[src/rtl/mtr_pkg.sv]
package mtr_pkg;

    // Memory type codes used by the resolver and the bench.
    localparam logic [7:0] MT_UC = 8'h00;
    localparam logic [7:0] MT_WT = 8'h04;
    localparam logic [7:0] MT_WB = 8'h06;

    // Fixed register and default register indices.
    localparam int REG_FIX  = 0;
    localparam int REG_DFLT = 1;
    localparam int REG_VAR0 = 2;

    // Legacy window: 0xA0000 .. 0xBFFFF, eight 16 KiB slices.
    localparam int          FIX_SLICE_LSB = 14;
    localparam int          FIX_TAG_LSB   = 17;
    localparam logic [35:0] FIX_LO        = 36'h0_000A_0000;

    // Variable register layout.
    localparam int PG_LSB    = 12;
    localparam int VLD_BIT   = 11;

endpackage

[src/rtl/mtr_regs.sv]
module mtr_regs
    import mtr_pkg::*;
#(
    parameter  int PA_W    = 36,
    parameter  int NUM_VAR = 4,
    parameter  int RA_W    = 4,
    localparam int PG_W    = PA_W - PG_LSB
) (
    input  logic                          clk,
    input  logic                          rst_n,
    input  logic                          we,
    input  logic [RA_W-1:0]               addr,
    input  logic [63:0]                   wdata,
    output logic [63:0]                   rdata,
    output logic [63:0]                   fix_q,
    output logic [7:0]                    dflt_q,
    output logic [NUM_VAR-1:0][PG_W-1:0]  base_pg,
    output logic [NUM_VAR-1:0][7:0]       base_kind,
    output logic [NUM_VAR-1:0][PG_W-1:0]  mask_pg,
    output logic [NUM_VAR-1:0]            mask_vld
);

    // Fixed and default registers.
    always_ff @(posedge clk) begin
        if (!rst_n) begin
            fix_q  <= '0;
            dflt_q <= '0;
        end else if (we) begin
            if (addr == RA_W'(REG_FIX))  fix_q  <= wdata;
            if (addr == RA_W'(REG_DFLT)) dflt_q <= wdata[7:0];
        end
    end

    // One base/mask pair per variable range.
    for (genvar i = 0; i < NUM_VAR; i++) begin : g_pair
        localparam int BASE_IDX = REG_VAR0 + 2 * i;
        localparam int MASK_IDX = REG_VAR0 + 2 * i + 1;

        logic [PG_W-1:0] b_pg_q;
        logic [7:0]      b_kind_q;
        logic [PG_W-1:0] m_pg_q;
        logic            m_vld_q;

        always_ff @(posedge clk) begin
            if (!rst_n) begin
                b_pg_q   <= '0;
                b_kind_q <= '0;
                m_pg_q   <= '0;
                m_vld_q  <= 1'b0;
            end else if (we) begin
                if (addr == RA_W'(BASE_IDX)) begin
                    b_pg_q   <= wdata[PA_W-1:PG_LSB];
                    b_kind_q <= wdata[7:0];
                end
                if (addr == RA_W'(MASK_IDX)) begin
                    m_pg_q  <= wdata[PA_W-1:PG_LSB];
                    m_vld_q <= wdata[VLD_BIT];
                end
            end
        end

        assign base_pg[i]   = b_pg_q;
        assign base_kind[i] = b_kind_q;
        assign mask_pg[i]   = m_pg_q;
        assign mask_vld[i]  = m_vld_q;
    end

    // Read mux: unkept bits return zero.
    always_comb begin
        rdata = '0;
        if (addr == RA_W'(REG_FIX)) begin
            rdata = fix_q;
        end else if (addr == RA_W'(REG_DFLT)) begin
            rdata = {56'b0, dflt_q};
        end
        for (int i = 0; i < NUM_VAR; i++) begin
            if (addr == RA_W'(REG_VAR0 + 2 * i)) begin
                rdata = (64'(base_pg[i]) << PG_LSB) | 64'(base_kind[i]);
            end
            if (addr == RA_W'(REG_VAR0 + 2 * i + 1)) begin
                rdata = (64'(mask_pg[i]) << PG_LSB) | (64'(mask_vld[i]) << VLD_BIT);
            end
        end
    end

endmodule

[src/rtl/mtr_var_match.sv]
module mtr_var_match #(
    parameter int PG_W = 24
) (
    input  logic [PG_W-1:0] addr_pg,
    input  logic [PG_W-1:0] base_pg,
    input  logic [PG_W-1:0] mask_pg,
    input  logic            vld,
    input  logic [7:0]      base_kind,
    output logic            hit,
    output logic [7:0]      kind
);

    logic [PG_W-1:0] addr_m;
    logic [PG_W-1:0] base_m;

    assign addr_m = addr_pg & mask_pg;
    assign base_m = base_pg & mask_pg;
    assign hit    = vld && (addr_m == base_m);
    assign kind   = base_kind;

endmodule

[src/rtl/mtr_resolve.sv]
module mtr_resolve
    import mtr_pkg::*;
#(
    parameter int NUM_VAR = 4
) (
    input  logic                     in_fix,
    input  logic [7:0]               fix_kind,
    input  logic [NUM_VAR-1:0]       var_hit,
    input  logic [NUM_VAR-1:0][7:0]  var_kind,
    input  logic [7:0]               dflt_kind,
    output logic [7:0]               kind,
    output logic                     hit
);

    logic       uc_seen;
    logic       any_seen;
    logic [7:0] first_kind;

    // Scan the pairs: note any uncached match and the lowest-indexed match.
    always_comb begin
        uc_seen    = 1'b0;
        any_seen   = 1'b0;
        first_kind = dflt_kind;
        for (int i = NUM_VAR - 1; i >= 0; i--) begin
            if (var_hit[i]) begin
                any_seen   = 1'b1;
                first_kind = var_kind[i];
                if (var_kind[i] == MT_UC) uc_seen = 1'b1;
            end
        end
    end

    // Priority: fixed window, uncached overlap, lowest pair, default.
    always_comb begin
        if (in_fix) begin
            kind = fix_kind;
            hit  = 1'b1;
        end else if (uc_seen) begin
            kind = MT_UC;
            hit  = 1'b1;
        end else if (any_seen) begin
            kind = first_kind;
            hit  = 1'b1;
        end else begin
            kind = dflt_kind;
            hit  = 1'b0;
        end
    end

endmodule

[src/rtl/mtr_lookup.sv]
module mtr_lookup
    import mtr_pkg::*;
#(
    parameter  int NUM_VAR = 4,
    parameter  int PA_W    = 36,
    localparam int RA_W    = $clog2(REG_VAR0 + 2 * NUM_VAR),
    localparam int PG_W    = PA_W - PG_LSB
) (
    input  logic            clk,
    input  logic            rst_n,
    input  logic            reg_we,
    input  logic [RA_W-1:0] reg_addr,
    input  logic [63:0]     reg_wdata,
    output logic [63:0]     reg_rdata,
    input  logic            lk_valid,
    input  logic [PA_W-1:0] lk_addr,
    output logic            res_valid,
    output logic [7:0]      res_type,
    output logic            res_hit
);

    localparam logic [PA_W-1:0] FIX_LO_W = PA_W'(FIX_LO);

    logic [63:0]                  fix_q;
    logic [7:0]                   dflt_q;
    logic [NUM_VAR-1:0][PG_W-1:0] base_pg;
    logic [NUM_VAR-1:0][7:0]      base_kind;
    logic [NUM_VAR-1:0][PG_W-1:0] mask_pg;
    logic [NUM_VAR-1:0]           mask_vld;

    logic [NUM_VAR-1:0]           var_hit;
    logic [NUM_VAR-1:0][7:0]      var_kind;

    logic                         in_fix;
    logic [2:0]                   fix_slice;
    logic [7:0]                   fix_kind;
    logic [7:0]                   nxt_kind;
    logic                         nxt_hit;
    logic                         lk_addr_unused;

    mtr_regs #(
        .PA_W    (PA_W),
        .NUM_VAR (NUM_VAR),
        .RA_W    (RA_W)
    ) u_regs (
        .clk       (clk),
        .rst_n     (rst_n),
        .we        (reg_we),
        .addr      (reg_addr),
        .wdata     (reg_wdata),
        .rdata     (reg_rdata),
        .fix_q     (fix_q),
        .dflt_q    (dflt_q),
        .base_pg   (base_pg),
        .base_kind (base_kind),
        .mask_pg   (mask_pg),
        .mask_vld  (mask_vld)
    );

    for (genvar i = 0; i < NUM_VAR; i++) begin : g_match
        mtr_var_match #(
            .PG_W (PG_W)
        ) u_match (
            .addr_pg   (lk_addr[PA_W-1:PG_LSB]),
            .base_pg   (base_pg[i]),
            .mask_pg   (mask_pg[i]),
            .vld       (mask_vld[i]),
            .base_kind (base_kind[i]),
            .hit       (var_hit[i]),
            .kind      (var_kind[i])
        );
    end

    // Fixed window decode.
    assign in_fix    = (lk_addr[PA_W-1:FIX_TAG_LSB] == FIX_LO_W[PA_W-1:FIX_TAG_LSB]);
    assign fix_slice = lk_addr[FIX_TAG_LSB-1:FIX_SLICE_LSB];
    assign fix_kind  = fix_q[{fix_slice, 3'b000} +: 8];

    assign lk_addr_unused = ^lk_addr[PG_LSB-1:0];

    mtr_resolve #(
        .NUM_VAR (NUM_VAR)
    ) u_resolve (
        .in_fix    (in_fix),
        .fix_kind  (fix_kind),
        .var_hit   (var_hit),
        .var_kind  (var_kind),
        .dflt_kind (dflt_q),
        .kind      (nxt_kind),
        .hit       (nxt_hit)
    );

    // Result stage.
    always_ff @(posedge clk) begin
        if (!rst_n) begin
            res_valid <= 1'b0;
            res_type  <= '0;
            res_hit   <= 1'b0;
        end else begin
            res_valid <= lk_valid;
            if (lk_valid) begin
                res_type <= nxt_kind;
                res_hit  <= nxt_hit;
            end
        end
    end

endmodule

[config.mk]
export PLATFORM = sky130hd
export DESIGN_NAME = mtr_lookup
export DESIGN_NICKNAME = d
export VERILOG_FILES = /design/src/rtl/mtr_pkg.sv /design/src/rtl/mtr_regs.sv /design/src/rtl/mtr_var_match.sv /design/src/rtl/mtr_resolve.sv /design/src/rtl/mtr_lookup.sv
export SDC_FILE = /design/constraint.sdc
export NUM_CORES = 1
export LEC_CHECK = 0
export ABC_AREA = 1
export CAP_MARGIN = 10
export CELL_PAD_IN_SITES_DETAIL_PLACEMENT = 0
export CELL_PAD_IN_SITES_GLOBAL_PLACEMENT = 2
export CORE_MARGIN = 4
export CORE_UTILIZATION = 35
export CTS_CLUSTER_DIAMETER = 60
export DETAILED_ROUTE_END_ITERATION = 10
export DONT_BUFFER_PORTS = 1
export PLACE_DENSITY_LB_ADDON = 0.1
export SETUP_SLACK_MARGIN = 0.2
export SYNTH_ARGS = -nofsm -noshare
export SYNTH_HDL_FRONTEND = slang
export SYNTH_SLANG_ARGS = --single-unit
[constraint.sdc]
create_clock -name clk -period 2.2 [get_ports clk]
set_input_delay 0.11 -clock clk [delete_from_list [all_inputs] [get_ports clk]]
set_output_delay 0.11 -clock clk [all_outputs]
set_load 0.01 [all_outputs]
==> flow_summary.toml <==
[floorplan]
die_area_sq_mm = 0.04932
start_util_pct = 35.35
floorplan.rows = 78
die_height_um = 222.1
die_x_um = 222.1
ports_placed_on_the_boundary = 182
placeable_core_region_sq_mm = 0.04538

[global_route]
globalRoute.totalOverflow = 0
antenna_violations_before_repair = 2
largest_net_degree_at_the_start_of_global_routing = 149
grt_first_pass_wirelength_um = 110200
grt_pass1_vias = 16670
globalRouteTotalUtil_pct = 29.19

[clocking]
clock_tree_from_tritoncts = "yes"
cts_sinks = 310
htree_num_levels = 2
cts.path.max_buffers = 3
clock_tree.root_cell = "sky130_fd_sc_hd__clkbuf_16"
worst_setup_hold_path_clk_slew_ns = 0.05
clkLatencyLatePin_ns = 0.58
cts_inserted_buffers = 41

[power_and_ir_drop]
seq_power_share_pct = 40.4
combPwrFrac_pct = 10.5
power_switching_share_pct = 26.13
share_clk_of_total_power_pct = 49.1
cell_internal_pwr_mw = 10.66
peakVddDrop_v = 0.0005127
power.density_cell_area_mw_per_mm2 = 671.4
total_leakage_power_nw = 7.772
switching_power_of_the_nets_mw = 3.772

[sta]
max_slew_margin_pct = 27.06
setup_viol_count_final = 0
finalSetupTns_ns = 0
max_freq_ghz = 0.4960
timing.final.crit_share_pct = 91.65
tightest_slew_ns = 1.093
maxSlewViolCount = 0
timing.final.hold_violations = 2
finalCriticalPeriod_ns = 2.016
finalClockSkew_ns = 0.02615
fin_worst_hold_slack_ns = -0.006031
setup_repair_after_global_routing_missed_its_margin = "true"

[synth]
yosysUniqueCellTypes = 39
synth_top_area_cell = "sky130_fd_sc_hd__dfxtp_1"
syn-mean-instance-area_sq_um = 6.593
yosysTopAreaCellShare_pct = 38.69
asyncSetResetFlopFracSynth_pct = 0
postSynth.topFlopCell = "sky130_fd_sc_hd__dfxtp_1"
post-synth-top-count-cell = "sky130_fd_sc_hd__nand2_1"
mappedNetlistArea_sq_mm = 0.01604
synth_edf_count = 0
synth.cells.most_frequent = "sky130_fd_sc_hd__nand2_1 (409), sky130_fd_sc_hd__a21oi_1 (371), sky130_fd_sc_hd__dfxtp_1 (310), sky130_fd_sc_hd__o21ai_0 (307), sky130_fd_sc_hd__inv_1 (286)"
number_of_synthesis_warnings = 0
netlist_top_cells_area = "sky130_fd_sc_hd__dfxtp_1 (39%), sky130_fd_sc_hd__a21oi_1 (12%), sky130_fd_sc_hd__o21ai_0 (9.6%)"
synth.yosys.seq_area_share_pct = 38.69
synth.ff_latch_count = 310
synthesis.nets = 2541
post_synth_inst_count = 2433

[setup_path]
critPathMaxFanout = 3
timing.critical_path.to_type = "output port"
worst_path_max_delay_cell = "sky130_fd_sc_hd__dfxtp_2"
critical_path.startpoint_type = "flop"
critPathMostFrequentCell = "sky130_fd_sc_hd__a221oi_2"
critical_path.top_delay_family = "compound AO/OA/AOI/OAI gates"
worst_ep_required_time_ns = 2.09
crit_path_cell_trace = "a221oi_2, o21ai_1, a221oi_2, nand4_1"
criticalPathCategory = "flop to output port"
max_stage_delay_ns = 0.38
worstPathBufferInverterCount = 0
timing.critical_path.arrival_ns = 1.91

[route]
detail_route.iter0.violations = 1360
first_pass_iters = 5
via_per_inst = 5.464
wirelength_um = 75300
detail-route-antenna-nets = 0
dr_total_vias = 17620
wl_per_cell_um = 23.35
drc_errors = 0

[placed_design]
place_congestion = 0.8791
number_of_cells_after_detailed_placement = 2942
hpwlAfterDp_um = 49340
numPortBuffers = 0

[finish]
layout.nets = 2701
finish.cell_count_without_fillers = 3225
share_of_final_layout_standard_cells_stronger_than_drive_strength_1_pct = 18.72
layout-area-overhead-vs-synth_pct = 34.03

[run]
maxCapViolations = 0

[worst_hold_path]
hp-class = "input port to flop"

[run_status]
violations = "hold timing"
result_of_the_run = "finished with violations"
==> flip-flops by register name (all words and copies together) (netlist names) <==
name,flops
res_hit,1
res_type,8
res_valid,1
u_regs.dflt_q,8
u_regs.fix_q,64
u_regs.g_pair.b_kind_q,32
u_regs.g_pair.b_pg_q,96
u_regs.g_pair.m_pg_q,96
u_regs.g_pair.m_vld_q,4
==> power by group through the flow <==
stage               combinational, mW  sequential [mW]  clock [mW]
floorplan                       0.754             5.92           0
global placement                0.931             5.94           0
detailed placement              0.943             5.94           0
CTS                              1.40             5.82        7.25
global route                     1.65             5.84        7.49
finish                           1.52             5.83        7.09
==> logic make-up after synthesis <==
group,share of synthesized area (%)
buffers and inverters,11.48
AO/OA/AOI/OAI,26.82
AND/OR/NAND/NOR,23.01
flip-flops,38.69
==> path summary, 6_finish.rpt <==
check,slack (ns),cells after the start,start,endpoint
setup / recovery,0.18,4,u_regs.fix_q[35]$_SDFFE_PN0P_,reg_rdata[35]
setup reg to reg,0.23,15,u_regs.g_pair[2].b_pg_q[8]$_SDFFE_PN0P_,res_type[0]$_SDFFE_PN0P_
hold / removal,-0.006,5,reg_addr[0],u_regs.fix_q[35]$_SDFFE_PN0P_
hold reg to reg,0.46,2,u_regs.g_pair[3].m_pg_q[15]$_SDFFE_PN0P_,u_regs.g_pair[3].m_pg_q[15]$_SDFFE_PN0P_
==> through the flow <==
step           total power [mW]  util, %  setup WS (ns)  instance area (sq um)
2_1_floorplan             6.670        -         0.6494                  16040
3_3_place_gp              6.873    36.93        0.05861                  16760
3_5_place_dp              6.887    36.93        0.04616                  16760
4_1_cts                   14.48    45.34         0.1537                  20580
5_1_grt                   14.99    47.37        0.09387                  21500
6_report                  14.44    47.38         0.1838                  21500
==> per-layer routing <==
metal | vias to the layer above | share of wire (%) | track usage [%] | routed length (um)
met3 | 133 | 6.3 | 5.521 | 4760
met2 | 564 | 46 | 46.87 | 34510
li1 | 8468 | - | - | -
met5 | - | 0.017 | 0 | 13
met4 | 2 | 3.5 | 9.364 | 2631
met1 | 8453 | 44 | 39.78 | 33390
==> cell usage in the layout (no fill, tap or decap), types with 15 or more instances in the layout <==
cell,count
sky130_fd_sc_hd__nand3_2,42
sky130_fd_sc_hd__nand2_2,34
sky130_fd_sc_hd__nor2_1,148
sky130_fd_sc_hd__nand2_1,372
sky130_fd_sc_hd__dlygate4sd3_1,184
sky130_fd_sc_hd__nor2_4,17
sky130_fd_sc_hd__a21oi_1,354
sky130_fd_sc_hd__a21oi_2,22
sky130_fd_sc_hd__inv_2,55
sky130_fd_sc_hd__dfxtp_1,276
sky130_fd_sc_hd__dfxtp_2,30
sky130_fd_sc_hd__nand3_1,154
sky130_fd_sc_hd__inv_1,247
sky130_fd_sc_hd__a221oi_2,15
sky130_fd_sc_hd__nor2_2,32
sky130_fd_sc_hd__clkbuf_16,44
sky130_fd_sc_hd__buf_4,75
sky130_fd_sc_hd__o21ai_1,17
sky130_fd_sc_hd__o21ai_0,291
sky130_fd_sc_hd__o221ai_2,22
sky130_fd_sc_hd__nand4_1,23
sky130_fd_sc_hd__o22ai_1,19
==> final cells by class <==
type / count / area (sq um)
clock buffer: 59 / 1226
fill: 4745 / 23880
clock inverter: 14 / 185.2
sequential: 310 / 6259
antenna: 2 / 5.005
timing repair buffer: 282 / 2790
tap: 600 / 750.7
multi-input combinational: 1651 / 9115
inverter: 307 / 1170
==> worst min-delay path, stage by stage <==
cell                      delay (ns)
sky130_fd_sc_hd__nor2_1         0.03
sky130_fd_sc_hd__nand2_2        0.09
sky130_fd_sc_hd__inv_4          0.13
sky130_fd_sc_hd__nand3_1        0.11
sky130_fd_sc_hd__a21oi_1        0.06
==> repair_timing <==
action / CTS / global route
setup buffers: 4 / 16
cloned: 0 / 1
gates resized for setup: 103 / 241
endpoints found under the hold margin: 310 / 0
setup endpoints to repair: 32 / 73
pin swaps: 21 / 75
hold buffers: 187 / 0
Note: power is estimated with default switching activity, not from simulation.
